**config.mk**
```make
export PLATFORM = sky130hd
export DESIGN_NAME = iso_level_ctrl
export DESIGN_NICKNAME = d
export VERILOG_FILES = /design/src/rtl/iso_level_pkg.sv /design/src/rtl/iso_cmd_decode.sv /design/src/rtl/iso_level_counter.sv /design/src/rtl/iso_access_gate.sv /design/src/rtl/iso_level_ctrl.sv
export SDC_FILE = /design/constraint.sdc
export NUM_CORES = 1
export LEC_CHECK = 0
export BUFFER_PORTS_ARGS = -buffer_cell sky130_fd_sc_hd__buf_4
export CORE_MARGIN = 8
export CORE_UTILIZATION = 35
export DETAILED_ROUTE_END_ITERATION = 10
export GPL_ROUTABILITY_DRIVEN = 0
export HOLD_SLACK_MARGIN = 0.12
export PLACE_DENSITY_LB_ADDON = 0.15
export SLEW_MARGIN = 10
export SYNTH_ARGS = -nofsm -noshare
export SYNTH_HDL_FRONTEND = slang
export SYNTH_SLANG_ARGS = --single-unit
```
**constraint.sdc**
```tcl
create_clock -name clk -period 4.08 [get_ports clk]
set_input_delay 0.816 -clock clk [delete_from_list [all_inputs] [get_ports clk]]
set_output_delay 0.816 -clock clk [all_outputs]
set_load 0.01 [all_outputs]
```
**src/rtl/iso_level_pkg.sv**
```systemverilog
package iso_level_pkg;

    localparam int NUM_LEVELS = 4;
    localparam int LVL_W      = $clog2(NUM_LEVELS);
    localparam int ADDR_W     = 4;
    localparam int DATA_W     = 32;
    localparam int KEY_W      = 16;
    localparam int KEY_LSB    = DATA_W - KEY_W;

    localparam logic [ADDR_W-1:0] OFS_CMD    = 4'h0;
    localparam logic [ADDR_W-1:0] OFS_STATUS = 4'h4;

    typedef logic [LVL_W-1:0] level_t;

    localparam level_t LEVEL_TOP = level_t'(NUM_LEVELS - 1);

    typedef enum logic {
        ACC_READ  = 1'b0,
        ACC_FETCH = 1'b1
    } acc_kind_e;

    typedef struct packed {
        logic   valid;
        logic   key_ok;
        level_t target;
    } step_req_t;

    typedef struct packed {
        logic      valid;
        acc_kind_e kind;
        logic      allow;
    } acc_resp_t;

    function automatic logic region_visible(level_t owner, level_t cur);
        return owner >= cur;
    endfunction

    function automatic logic step_is_legal(level_t target, level_t cur);
        return target > cur;
    endfunction

endpackage

```
**src/rtl/iso_cmd_decode.sv**
```systemverilog
module iso_cmd_decode
    import iso_level_pkg::*;
#(
    parameter logic [KEY_W-1:0] KEY = 16'hA5C3
) (
    input  logic              wr_en,
    input  logic [ADDR_W-1:0] addr,
    input  logic [DATA_W-1:0] wdata,
    output step_req_t         req
);
    logic [KEY_W-1:0] key_field;

    always_comb begin
        key_field  = wdata[DATA_W-1:KEY_LSB];
        req.valid  = wr_en && (addr == OFS_CMD);
        req.key_ok = (key_field == KEY);
        req.target = wdata[LVL_W-1:0];
    end
endmodule

```
**src/rtl/iso_level_counter.sv**
```systemverilog
module iso_level_counter
    import iso_level_pkg::*;
(
    input  logic      clk,
    input  logic      rst,
    input  step_req_t req,
    output level_t    level,
    output logic      err_key,
    output logic      err_order
);
    level_t level_q;
    level_t level_d;
    logic   key_d;
    logic   order_d;

    always_comb begin
        level_d = level_q;
        key_d   = 1'b0;
        order_d = 1'b0;
        if (req.valid) begin
            if (!req.key_ok) begin
                key_d = 1'b1;
            end else if (step_is_legal(req.target, level_q)) begin
                level_d = req.target;
            end else begin
                order_d = 1'b1;
            end
        end
    end

    always_ff @(posedge clk) begin
        if (rst) begin
            level_q   <= '0;
            err_key   <= 1'b0;
            err_order <= 1'b0;
        end else begin
            level_q   <= level_d;
            err_key   <= key_d;
            err_order <= order_d;
        end
    end

    assign level = level_q;
endmodule

```
**src/rtl/iso_access_gate.sv**
```systemverilog
module iso_access_gate
    import iso_level_pkg::*;
(
    input  logic      clk,
    input  logic      rst,
    input  logic      acc_valid,
    input  level_t    acc_owner,
    input  acc_kind_e acc_kind,
    input  level_t    level,
    output acc_resp_t resp
);
    acc_resp_t resp_d;

    always_comb begin
        resp_d.valid = acc_valid;
        resp_d.kind  = acc_valid ? acc_kind : ACC_READ;
        resp_d.allow = acc_valid && region_visible(acc_owner, level);
    end

    always_ff @(posedge clk) begin
        if (rst) begin
            resp <= '0;
        end else begin
            resp <= resp_d;
        end
    end
endmodule

```
**src/rtl/iso_level_ctrl.sv**
```systemverilog
module iso_level_ctrl
    import iso_level_pkg::*;
#(
    parameter logic [KEY_W-1:0] KEY = 16'hA5C3
) (
    input  logic              clk,
    input  logic              por_rst,
    input  logic              sys_rst,
    input  logic              reg_wr_en,
    input  logic [ADDR_W-1:0] reg_addr,
    input  logic [DATA_W-1:0] reg_wdata,
    input  logic              reg_rd_en,
    output logic [DATA_W-1:0] reg_rdata,
    input  logic              acc_valid,
    input  logic [LVL_W-1:0]  acc_owner,
    input  logic              acc_fetch,
    output logic [LVL_W-1:0]  cur_level,
    output logic              resp_valid,
    output logic              resp_allow,
    output logic              resp_fetch,
    output logic              err_key,
    output logic              err_order
);
    logic      rst;
    step_req_t step_req;
    level_t    level;
    acc_resp_t resp;
    acc_kind_e kind;

    assign rst  = por_rst | sys_rst;
    assign kind = acc_fetch ? ACC_FETCH : ACC_READ;

    iso_cmd_decode #(.KEY(KEY)) u_decode (
        .wr_en (reg_wr_en),
        .addr  (reg_addr),
        .wdata (reg_wdata),
        .req   (step_req)
    );

    iso_level_counter u_counter (
        .clk       (clk),
        .rst       (rst),
        .req       (step_req),
        .level     (level),
        .err_key   (err_key),
        .err_order (err_order)
    );

    iso_access_gate u_gate (
        .clk       (clk),
        .rst       (rst),
        .acc_valid (acc_valid),
        .acc_owner (acc_owner),
        .acc_kind  (kind),
        .level     (level),
        .resp      (resp)
    );

    always_ff @(posedge clk) begin
        if (rst) begin
            reg_rdata <= '0;
        end else if (reg_rd_en && (reg_addr == OFS_STATUS)) begin
            reg_rdata <= DATA_W'(level);
        end else begin
            reg_rdata <= '0;
        end
    end

    assign cur_level  = level;
    assign resp_valid = resp.valid;
    assign resp_allow = resp.allow;
    assign resp_fetch = (resp.kind == ACC_FETCH);
endmodule

```
==> results of run 1 <==
[power groups by stage]
stage	clock network [mW]	registers, mW	logic [mW]
detailed placement	0	0.0912	0.0484
floorplan	0	0.0917	0.0427
finish	0.0652	0.0892	0.0489
CTS	0.0687	0.0892	0.0484
global placement	0	0.0912	0.0473
global route	0.0791	0.0892	0.0540
[final timing paths]
kind | slack [ps] | depth (start not counted) | to | startpoint
worst max-delay path | 2400 | 6 | u_counter.level[0] | reg_wdata[1]
worst min-delay path | 490 | 2 | u_counter.level[1] | u_counter.level[1]
worst max register to register | 2640 | 6 | u_counter.level[0] | u_counter.level[1]
worst min register to register | 490 | 2 | u_counter.level[1] | u_counter.level[1]
[layer usage]
layer  vias up  track usage  part of all wire
li1        282            -                 -
met1       245       0.0834              0.33
met2        32        0.166              0.56
met3         0       0.0445              0.12
met4         0       0.0299                 0
met5         -            0                 0
[state kept, by name (all words and copies together), names as in the netlist]
name	flops
u_counter.err_order	1
reg_rdata	2
u_counter.err_key	1
u_gate.resp	3
u_counter.level	2
[final cells by class]
type / count / share of cell area
multi-input cells: 65 / 0.423
clock buffers: 4 / 0.0279
repair buffers: 39 / 0.310
inverters: 3 / 0.0119
flip-flops and latches: 9 / 0.191
well taps: 27 / 0.0358
[synthesized netlist by cell type, drive strengths merged, types with 2 or more instances]
cell,instances
nor3b,2
dfxtp,9
nor2,2
mux2i,2
nor2b,3
and4bb,2
nand2,7
and4b,2
ha,4
buf,30
inv,3
and2,3
[worst max-delay path: stages]
cell and delay (ps):
sky130_fd_sc_hd__buf_4 110, sky130_fd_sc_hd__ha_1 270, sky130_fd_sc_hd__nor2b_1 160, sky130_fd_sc_hd__o21ai_2 90, sky130_fd_sc_hd__nor3_4 200, sky130_fd_sc_hd__mux2i_1 200
[cells by family after synthesis]
kind of cell	Yosys count	synth area share
AO/OA/AOI/OAI	2	0.0195
adder cells (fa/ha/maj)	4	0.0708
buffers and inverters	33	0.335
flip-flops	9	0.255
multiplexers	2	0.0283
other	1	0.00530
AND/OR/NAND/NOR	27	0.287
==> results, run 1 <==
- The wire length of the first global-routing pass is 2520 um.
- Of the post-synthesis cell area, the dominant cell type holds 0.319.
- The worst vdd rail ir drop is 0.123 mV.
- The die covers ~3700 um^2.
- Counting I/O delays and the setup requirement, the final critical path takes approximately 1700 ps.
- The number of enable flip-flop cells after synthesis is 0.
- The worst hold-check path type is register to register.
- Along the worst path, the maximum fanout reaches 2.
- The global-route congestion overflow total is 0.
- The setup path with the least slack is of type input port to register.
- Data arrives at the worst endpoint at 1860 ps.
- The number of top-level pins is 84.
- For this run, the share of the core covered by cells in the final layout is 0.486.
- The design draws between 0.2 and 0.25 mW.
- The synthesized netlist cell count is 78.
- By area the synthesized netlist is led by sky130_fd_sc_hd__buf_4, sky130_fd_sc_hd__dfxtp_1, sky130_fd_sc_hd__ha_1.
- The portion of the post-synthesis area used by sequential elements is 0.255.
- STA classifies the critical path endpoint as a register.
- The cell count after placement is 143.
- In the finished design, the share of the clock period the worst path needs comes to 0.411.
- The H-tree depth is 1.
- The average vias per placed instance is around 3.8.
- The number of I/O port buffers is 39.
- In the final layout, the share of cells above drive strength 1 is 0.400.
- The standby leakage power is 0.509 nW.
- The synthesized netlist occupies a cell area of a little over 700 um^2.
- The design internal power is approximately 0.15 mW.
- Summing all flip-flop and latch instances after layout gives 180 um^2.
- In this run, the number of DRC markers left after iteration 0 of detailed routing was 13.
- The flow ran to the end, and the final reports show no timing, DRC or antenna violations.
- The floorplan step set the die width to 60.9 um.
- The final worst clock skew is 4.07 ps.
- The pin count of the biggest net entering global routing is 7.
- The wire length reported by the detailed router is 1670 um.
- The longest clock path from root to sink contains 2 buffers.
- The final number of hold-violating endpoints came to 0.
- Adding up every negative setup slack in the final design gives 0 ps.
- STA classifies the critical path startpoint as an input port.
- The clock tree from TritonCTS is built.
- The all-layer global routing usage is 0.0898.
- In the final routed layout, each cell accounts on average for 11.4 um.
- The count of nets left with antenna violations after detail routing is 0.
- Hold timing on the final database bottoms out at a slack of 492 ps.
- The upper clock frequency limit is 596 MHz.
- The final cell count without fillers is 147.
- The floorplan step set the die height to just over 60 um.
- The filler cell count is 204.
- The number of nets in the layout is 170.
- Setup repair after global routing left no endpoint under its margin.
- The share of total power consumed by net switching is 0.256.
- The setup slack after placement is 2120 ps.
- 0 antenna diodes ended up in the layout.
- The number of warnings issued by yosys is 0.
- Of the total power, registers draw 0.439.
- The slack of the critical path is 2400 ps.
- The most common cell after layout, fill and taps aside is sky130_fd_sc_hd__buf_4.
- The via count of the routed design is 559.
- The data required time at the worst endpoint is ~4300 ps.
- The proportion of synthesized flip-flops having asynchronous set or reset is 0.
- The share of total power dissipated in combinational logic is 0.240.
- The total count of max-transition violations in the final report is 0.
- The clock-pin transition on the worst setup and hold timing paths is 60 ps.
- For this design the total switching power over the nets is 0.0521 mW.
- The number of buffers inserted by post-CTS setup repair is 0.
- The synthesized design spends more area on one cell type than any other, namely sky130_fd_sc_hd__buf_4.
- Buffers inserted to repair hold after CTS numbered 0.
- Compared with the post-synthesis result, the final layout area differs by 33.5%.
- The count of final setup violators is 0.
- Buffers inserted during clock tree synthesis total 3.
- For this run, the leading register cell type out of synthesis is sky130_fd_sc_hd__dfxtp_1.
- The count of unresolved DRC violations after routing is 0.
- Post-CTS repair changed the size of 0 cells.
- The clock drives 9 sinks.
- Dividing the synthesized area by the synthesized cell count gives 9.06 um^2.
- The number of maximum-capacitance violations is 0.
- In the final layout, the multi-input gates occupy 399 um^2.
- The initial antenna violation count is 0.
- Detailed placement finished with a half-perimeter wire length of 1580 um.
- The via count of the first global-routing pass is 581.
- After synthesis the netlist holds a flip-flop and latch count of 9.
- The area of all placed cells without fillers is around 940 um^2.
- The detailed-router iteration count before antenna repair is 4.
- The share of total power dissipated in the clock network is 0.321.
- The power density normalized to cell area is 216 nW/um^2.
- The number of different library cells used by synthesis comes to 21.
- The floorplan has 16 rows.
- The clock root buffer is sky130_fd_sc_hd__clkbuf_4.
- The source-to-sink clock delay at the later pin of the worst-skew pair is 250 ps.
- The initial utilization of the core area, before any placement, comes to 0.364.
- The top cell types in the final layout, fill and taps aside, are sky130_fd_sc_hd__buf_4, sky130_fd_sc_hd__conb_1, sky130_fd_sc_hd__dfxtp_1.
- After floorplanning, the core was sized to cover ~1900 um^2.
- Summing all placed instances gives a cell area of 917 um^2.
(Power assumes the default switching activity.)
==> inputs of run 2 (changes only) <==
- ABC_AREA: unset -> 1
- CORE_UTILIZATION: 35 -> 33
- clock period: 4.08 -> 1.7 ns (I/O delays scaled with it)
==> run 2 against run 1 <==
  * Critical path type is now register to register
  * Synthesized cell count up 29%
  * Worst hold slack got worse by 180 ps
  * Flip-flop and latch count is the same
  * Utilization down 3.1 points
  * Largest power group unchanged
  * Via count up 13%
  * Design area up 4.6%
  * Wire length up 0.78%
==> results, run 2 <==
- The flow ran to the end, and the final reports show no timing, DRC or antenna violations.
- The slowest cell on the critical path is sky130_fd_sc_hd__dfxtp_1.
- The cell type with the highest aggregate area in the netlist is sky130_fd_sc_hd__buf_4.
- The most frequent cell after synthesis is sky130_fd_sc_hd__buf_4.
- The top-area cell type share of the netlist area is 0.301 (-0.0181).
- The part of the power in registers was 0.430 (-0.009).
- The design internal power came to 0.363 mW (+140%).
- The number of sinks handled by clock tree synthesis was 9 (unchanged).
- The number of warnings issued by yosys is 0 (unchanged).
- The wire length per cell is 9.86 um (-13%).
- The filler cell count came to 247 (+21%).
- The number of buffers inserted by post-CTS setup repair is 0 (unchanged).
- Setup repair after global routing left no endpoint under its margin.
- The largest fanout on the critical path is 4 (+2).
- The number of top-level pins came to 84 (unchanged).
- The worst vdd rail ir drop came to 0.219 mV (+77%).
- The combinational share of power came to 0.252 (+0.012).
- The register with the most flip-flops in the final layout is u_gate.resp.
- The TritonCTS buffer count is 3 (unchanged).
- The sum of buffers and inverters on the critical path is 1 (unchanged).
- The net switching power came to 0.136 mW (+160%).
- The post-CTS resize count is 0 (unchanged).
- The via count of the first global-routing pass is 692 (+19%).
- The share of total power consumed by net switching is 0.272 (+0.0159).
- The number of distinct standard cells referenced by the synthesized netlist was 20 (-4.8%).
- The pin count of the biggest net entering global routing is 6 (-1).
- The all-layer global routing usage is 0.0855 (-0.00426).
- The final total negative setup slack is 0 ps (unchanged).
- The initial cell density of the core came to 0.345 (-0.0186).
- The portion of total power attributed to the clock network came to 0.318 (-0.003).
- The final number of hold-violating endpoints came to 0 (unchanged).
- The wire length of the first global-routing pass is 2950 um (+17%).
- The fraction of final layout cells sized beyond drive strength 1 is 0.385 (-0.0154).
- The clock tree from TritonCTS is built.
- The wire length reported by the detailed router is 1690 um (+0.78%).
- The area growth from synthesis to layout is 31.7%.
- The via count of the routed design is 634 (+13%).
- The full die area is 4050 um^2 (+9.1%).
- The die extent in y came to 63.7 um (+4.5%).
- Broken down by cell family, the worst path's largest delay share belongs to simple AND/OR/NAND/NOR gates.
- The source-to-sink clock delay at the later pin of the worst-skew pair came to 250 ps (about the same).
- The worst setup path is of the register to register kind.
- The number of flip-flops and latches in the synthesized netlist is 9 (unchanged).
- The minimum clock period after layout is 1300 ps.
- Leaving out fill and tap cells, the most frequent cells in the layout are sky130_fd_sc_hd__buf_4, sky130_fd_sc_hd__conb_1, sky130_fd_sc_hd__inv_1, sky130_fd_sc_hd__nor2_1, sky130_fd_sc_hd__nand2_1.
- The synthesized netlist cell count is 101 (+29%).
- The number of enable flip-flop cells after synthesis was 0 (unchanged).
- The standby leakage power is 0.554 nW (+9.0%).
- The number of I/O port buffers is 39 (unchanged).
- The data arrival time of the critical path came to 1500 ps (-360 ps).
- The instance area after placement is 961 um^2 (+4.8%).
- The final worst clock skew is 5.04 ps (+0.978 ps).
- The element type at the critical path start is a register.
- The estimated wirelength of the detail-placed design is 1580 um (+0.10%).
- In the finished design, the share of the clock period the worst path needs comes to 0.764.
- The initial antenna violation count was 0 (unchanged).
- The tree is rooted in a sky130_fd_sc_hd__clkbuf_4.
- The antenna diode count is 0 (unchanged).
- The H-tree depth came to 1 (unchanged).
- The smallest hold slack is 316 ps (-176 ps).
- The power density normalized to cell area is 505 nW/um^2 (+130%).
- The clock-pin transition on the worst setup and hold timing paths was 60 ps (about the same).
- The capturing element type of the critical path is a register.
- The data required time at the worst endpoint is 1900 ps (-2360 ps).
- Based on the critical path, the design can be clocked at up to 770 MHz.
- By area the synthesized netlist is led by sky130_fd_sc_hd__buf_4, sky130_fd_sc_hd__dfxtp_1, sky130_fd_sc_hd__ha_1.
- The cell count after placement is 167 (+17%).
- The count of nets left with antenna violations after detail routing came to 0 (unchanged).
- The portion of the post-synthesis area used by sequential elements is 0.240 (-0.0145).
- The area occupied by multi-input gates is 397 um^2 (-0.63%).
- In this run the worst hold path is classified as input port to register.
- The summed instance area of the synthesized netlist is 749 um^2 (+6.0%).
- The row count is 17 (+1).
- The library cell used most frequently in the layout, excluding fill and tap cells, is sky130_fd_sc_hd__buf_4.
- The final cell count without fillers is 171 (+16%).
- The largest stage delay on the critical path was 320 ps (+50 ps).
- The number of nets in the layout is 193 (+14%).
- The signal on the critical path passes through inv_1, ha_1, nand2_1, nand2_1, nand2_2, nor2_2, nand3_2, nand2_1, nand2_1, nor2_1.
- The average vias per placed instance is 3.71 (-2.5%).
- The proportion of synthesized flip-flops having asynchronous set or reset is 0 (unchanged).
- The number of maximum-capacitance violations is 0 (unchanged).
- The most used flip-flop cell after synthesis is sky130_fd_sc_hd__dfxtp_1.
- The buffer levels on the longest clock path was 2 (unchanged).
- The slack of the critical path was 401 ps (-2000 ps).
- The number of DRC violations after detailed-routing iteration 0 was 16 (+3).
- The total count of max-transition violations in the final report is 0 (unchanged).
- The area of the core region was 2170 um^2 (+12%).
- The count of final setup violators is 0 (unchanged).
- By count the netlist is led by sky130_fd_sc_hd__buf_4, sky130_fd_sc_hd__inv_1, sky130_fd_sc_hd__nor2_1.
- The setup slack after placement was 342 ps (-1770 ps).
- The detailed-router iteration count before antenna repair is 4 (unchanged).
- The utilization after layout is 0.455 (-0.0308).
- The global-route congestion overflow total is 0 (unchanged).
- The area of all placed cells without fillers is 987 um^2 (+4.6%).
- The sequential cell area was 180 um^2 (unchanged).
- The synthesized area divided by synthesized cell count is 7.42 um^2 (-18%).
- The total of hold buffers inserted after clock tree synthesis is 0 (unchanged).
- The flip-flop count of the largest register, all copies and words added came to 3 (unchanged).
- The cell that appears most often on the critical path is sky130_fd_sc_hd__nand2_1.
- The count of unresolved DRC violations after routing is 0 (unchanged).
- The die span in x was 63.7 um (+4.5%).
- The power after layout is 0.498 mW (+150%).
-- run 2: changes by cell type after synthesis, sizes merged, moves of 2 or more --
cell,delta
inv,+11
and2,-2
nand2,+6
and4b,-2
mux2i,-2
nor2b,-3
and4bb,-2
nand3,+3
nor2,+18
nor3b,-2
-- run 2: routing by layer --
layer	share of wire	routed length, um	track usage	vias to the layer above
li1	-	-	-	329
met4	0.0024	4	0.0334	0
met5	0	0	0	-
met2	0.50	835	0.152	35
met3	0.079	134	0.0318	2
met1	0.42	711	0.0883	268
-- run 2: cells by family (layout without fill, tap and decap cells) --
group	after synthesis	after routing	share of synthesized area
adder cells (fa/ha/maj)	4	4	0.0668
AND/OR/NAND/NOR	40	40	0.296
flip-flops	9	9	0.240
other	1	30	0.00500
AO/OA/AOI/OAI	2	2	0.0167
buffers and inverters	45	58	0.376
-- run 2: cell type report --
class | count | share of cell area
multi-input combinational | 76 | 0.402
sequential | 9 | 0.183
tap | 28 | 0.0355
timing repair buffer | 39 | 0.297
clock buffer | 4 | 0.0266
inverter | 15 | 0.0570
-- run 2: worst paths after layout --
check                     startpoint  slack, ps  cells after the start                  to
setup / recovery  u_counter.level[1]        400                     10  u_counter.level[1]
hold / removal          reg_wdata[0]        320                      3  u_counter.level[0]
setup reg to reg  u_counter.level[1]        400                     10  u_counter.level[1]
hold reg to reg   u_counter.level[0]        520                      2        reg_rdata[0]
-- run 2: power by group through the flow --
stage | combinational (mW) | clock (mW) | sequential (mW)
after floorplan | 0.107 | 0 | 0.220
after global placement | 0.121 | 0 | 0.219
after detailed placement | 0.124 | 0 | 0.219
after CTS | 0.124 | 0.162 | 0.214
after global routing | 0.141 | 0.170 | 0.214
final | 0.126 | 0.159 | 0.214
-- run 2: worst register-to-register path, cell delays in order, from the launching register on --
cell and delay, ps:
sky130_fd_sc_hd__dfxtp_1 320, sky130_fd_sc_hd__inv_1 80, sky130_fd_sc_hd__ha_1 300, sky130_fd_sc_hd__nand2_1 50, sky130_fd_sc_hd__nand2_1 60, sky130_fd_sc_hd__nand2_2 60, sky130_fd_sc_hd__nor2_2 80, sky130_fd_sc_hd__nand3_2 90
sky130_fd_sc_hd__nand2_1 70, sky130_fd_sc_hd__nand2_1 40, sky130_fd_sc_hd__nor2_1 80
==> inputs of run 3 (changes only) <==
- clock period: 1.7 -> 1.3 ns (I/O delays scaled with it)
==> run 3 against run 2 <==
  * Design area up 3.4%
  * Clock power increased by 30%
  * Largest power group unchanged
  * Via count grew 1.6%
  * Critical path type unchanged
==> results, run 3 (synthesis gave the netlist of run 2 again) <==
- The final cell count without fillers is 173 (+1.2%).
- The design internal power is 0.479 mW (+32%).
- The number of I/O port buffers is 39 (unchanged).
- Leaving out fill and tap cells, the most frequent cell in the layout is sky130_fd_sc_hd__buf_4.
- The clock-pin transition on the worst setup and hold timing paths is 60 ps (about the same).
- The worst flop-to-flop path startpoint is u_counter.level[1].
- The fraction of final layout cells sized beyond drive strength 1 was 0.428 (+0.0430).
- The total count of max-transition violations in the final report is 0 (unchanged).
- The wire length per cell is 9.99 um (+1.3%).
- The filler cell count was 238 (-3.6%).
- The via count of the first global-routing pass is 693 (+0.14%).
- The detailed-router iteration count before antenna repair came to 3 (-1).
- The average vias per placed instance is 3.72 (+0.40%).
- The largest fanout on the critical path came to 4 (unchanged).
- The number of DRC violations after detailed-routing iteration 0 is 13 (-3).
- The combinational share of power was 0.261 (+0.009).
- The path class of the tightest hold or removal check is input port to register.
- The estimated wirelength of the detail-placed design came to 1580 um (about the same).
- The TritonCTS buffer count came to 3 (unchanged).
- The initial antenna violation count is 0 (unchanged).
- The slowest stage of the critical path belongs to the cell sky130_fd_sc_hd__dfxtp_2.
- The antenna diode count is 0 (unchanged).
- The register with the highest flop count is u_gate.resp.
- The portion of total power attributed to the clock network is 0.313 (-0.005).
- The number of top-level pins is 84 (unchanged).
- The share of total power consumed by net switching is 0.271 (-0.00119).
- The minimum clock period after layout is 1290 ps (-8.17 ps).
- The buffer levels on the longest clock path is 2 (unchanged).
- The number of maximum-capacitance violations is 0 (unchanged).
- The startpoint identified for the worst hold timing path is reg_wdata[0].
- The count of unresolved DRC violations after routing is 0 (unchanged).
- The area occupied by multi-input gates is 414 um^2 (+4.4%).
- The die span in x came to 63.7 um (unchanged).
- The area of the core region is 2170 um^2 (unchanged).
- The row count is 17 (unchanged).
- The top cell types in the final layout, fill and taps aside, are sky130_fd_sc_hd__buf_4, sky130_fd_sc_hd__conb_1, sky130_fd_sc_hd__nor2_1.
- The final worst clock skew is 3.20 ps (-1.84 ps).
- The upper clock frequency limit was 775 MHz (+0.63%).
- The signal on the critical path passes through inv_2, ha_4, nand2_2, nand2_2, nand2_2, nor2_2, nand3_2, nand2_1, nand2_1, nor2_1.
- The most frequent cell on the critical path is sky130_fd_sc_hd__nand2_2.
- The pin count of the biggest net entering global routing is 6 (unchanged).
- The final clock period utilization by the worst path is 0.993 (+0.229).
- The wire length of the first global-routing pass is 2950 um (-0.24%).
- The data required time at the worst endpoint was 1490 ps (-410 ps).
- The net switching power is 0.178 mW (+31%).
- The sequential cell area is 181 um^2 (+0.69%).
- The count of nets left with antenna violations after detail routing is 0 (unchanged).
- The all-layer global routing usage is 0.0855 (about the same).
- The flip-flop count of the largest register, all copies and words added came to 3 (unchanged).
- The final total negative setup slack was 0 ps (unchanged).
- TritonCTS built the clock tree.
- The number of nets in the layout came to 195 (+1.0%).
- The start-to-end type of the worst setup path is register to register.
- The die extent in y is 63.7 um (unchanged).
- The cell count after placement is 168 (+0.60%).
- The post-synthesis to final-layout area growth is 36.2%.
- The data arrival time of the critical path was 1480 ps (-20 ps).
- The part of the power in registers is 0.426 (-0.004).
- The power density normalized to cell area is 644 nW/um^2 (+28%).
- The global-route congestion overflow total is 0 (unchanged).
- The number of sinks handled by clock tree synthesis is 9 (unchanged).
- The final number of hold-violating endpoints is 0 (unchanged).
- The largest stage delay on the critical path is 330 ps (about the same).
- The utilization after layout is 0.471 (+0.0156).
- The wire length reported by the detailed router is 1730 um (+2.5%).
- Clock tree synthesis selected as its root buffer the cell sky130_fd_sc_hd__clkbuf_4.
- The H-tree depth is 1 (unchanged).
- The full die area is 4050 um^2 (unchanged).
- The run finished with clean final reports.
- The source-to-sink clock delay at the later pin of the worst-skew pair was 250 ps (about the same).
- The beginning of the critical path is u_counter.level[1].
- The initial cell density of the core was 0.345 (unchanged).
- The standby leakage power is 0.564 nW (+1.7%).
- Setup repair after global routing could not meet its margin everywhere.
- The worst setup path is launched from a register.
- The worst vdd rail ir drop is 0.315 mV (+44%).
- The count of final setup violators was 0 (unchanged).
- The worst setup path is captured at a register.
- The via count of the routed design was 644 (+1.6%).
run 3: worst paths after layout:
| kind | end | slack, ps | cells after the start |
|---|---|---|---|
| setup / recovery | u_counter.level[1] | 9 | 10 |
| hold / removal | u_counter.level[0] | 230 | 3 |
| setup reg to reg | u_counter.level[1] | 9 | 10 |
| hold reg to reg | reg_rdata[0] | 510 | 2 |
run 3: worst max-delay path, delay by kind of cell (launching register included):
family	cells	cell delay (ps)
buffers and inverters	1	50
adders and majority gates	1	260
DFF	1	330
and+or+nand+nor	8	590
run 3: per-stage QoR:
stage	power (mW)	hold slack (ps)	instance area, um^2	setup WS (ps)
global placement	0.445	503	968	22.4
finish	0.658	234	1020	9.32
CTS	0.658	240	995	12.3
global route	0.697	247	1020	-89.8
floorplan	0.428	381	858	8.59
detailed placement	0.448	500	968	16.1
run 3: area by class of cell:
cell class | count | share of cell area
clock buffer | 4 | 0.0257
inverter | 15 | 0.0551
multi-input combinational | 76 | 0.406
sequential | 9 | 0.178
tap | 28 | 0.0343
timing repair buffer | 41 | 0.301
run 3: power by group through the flow:
stage | Combinational [mW] | Clock (mW) | Sequential [mW]
floorplan | 0.140 | 0 | 0.288
global placement | 0.159 | 0 | 0.286
detailed placement | 0.162 | 0 | 0.286
CTS | 0.162 | 0.216 | 0.280
global route | 0.190 | 0.227 | 0.280
finish | 0.172 | 0.206 | 0.280
run 3: timing repair:
| action | CTS | global route |
|---|---|---|
| gates resized for setup | 0 | 5 |
| endpoints found under the setup margin | 0 | 2 |
| hold endpoints to repair | 0 | 0 |
| buffers inserted | 0 | 1 |
| hold buffers | 0 | 0 |
run 3: per-layer routing:
metal / global-route usage / wire [um] / up-vias
met1: 0.0872 / 681 / 274
met3: 0.0353 / 158 / 2
met4: 0.0334 / 6 / 0
li1: - / - / 331
met5: 0 / 0 / -
met2: 0.151 / 882 / 37
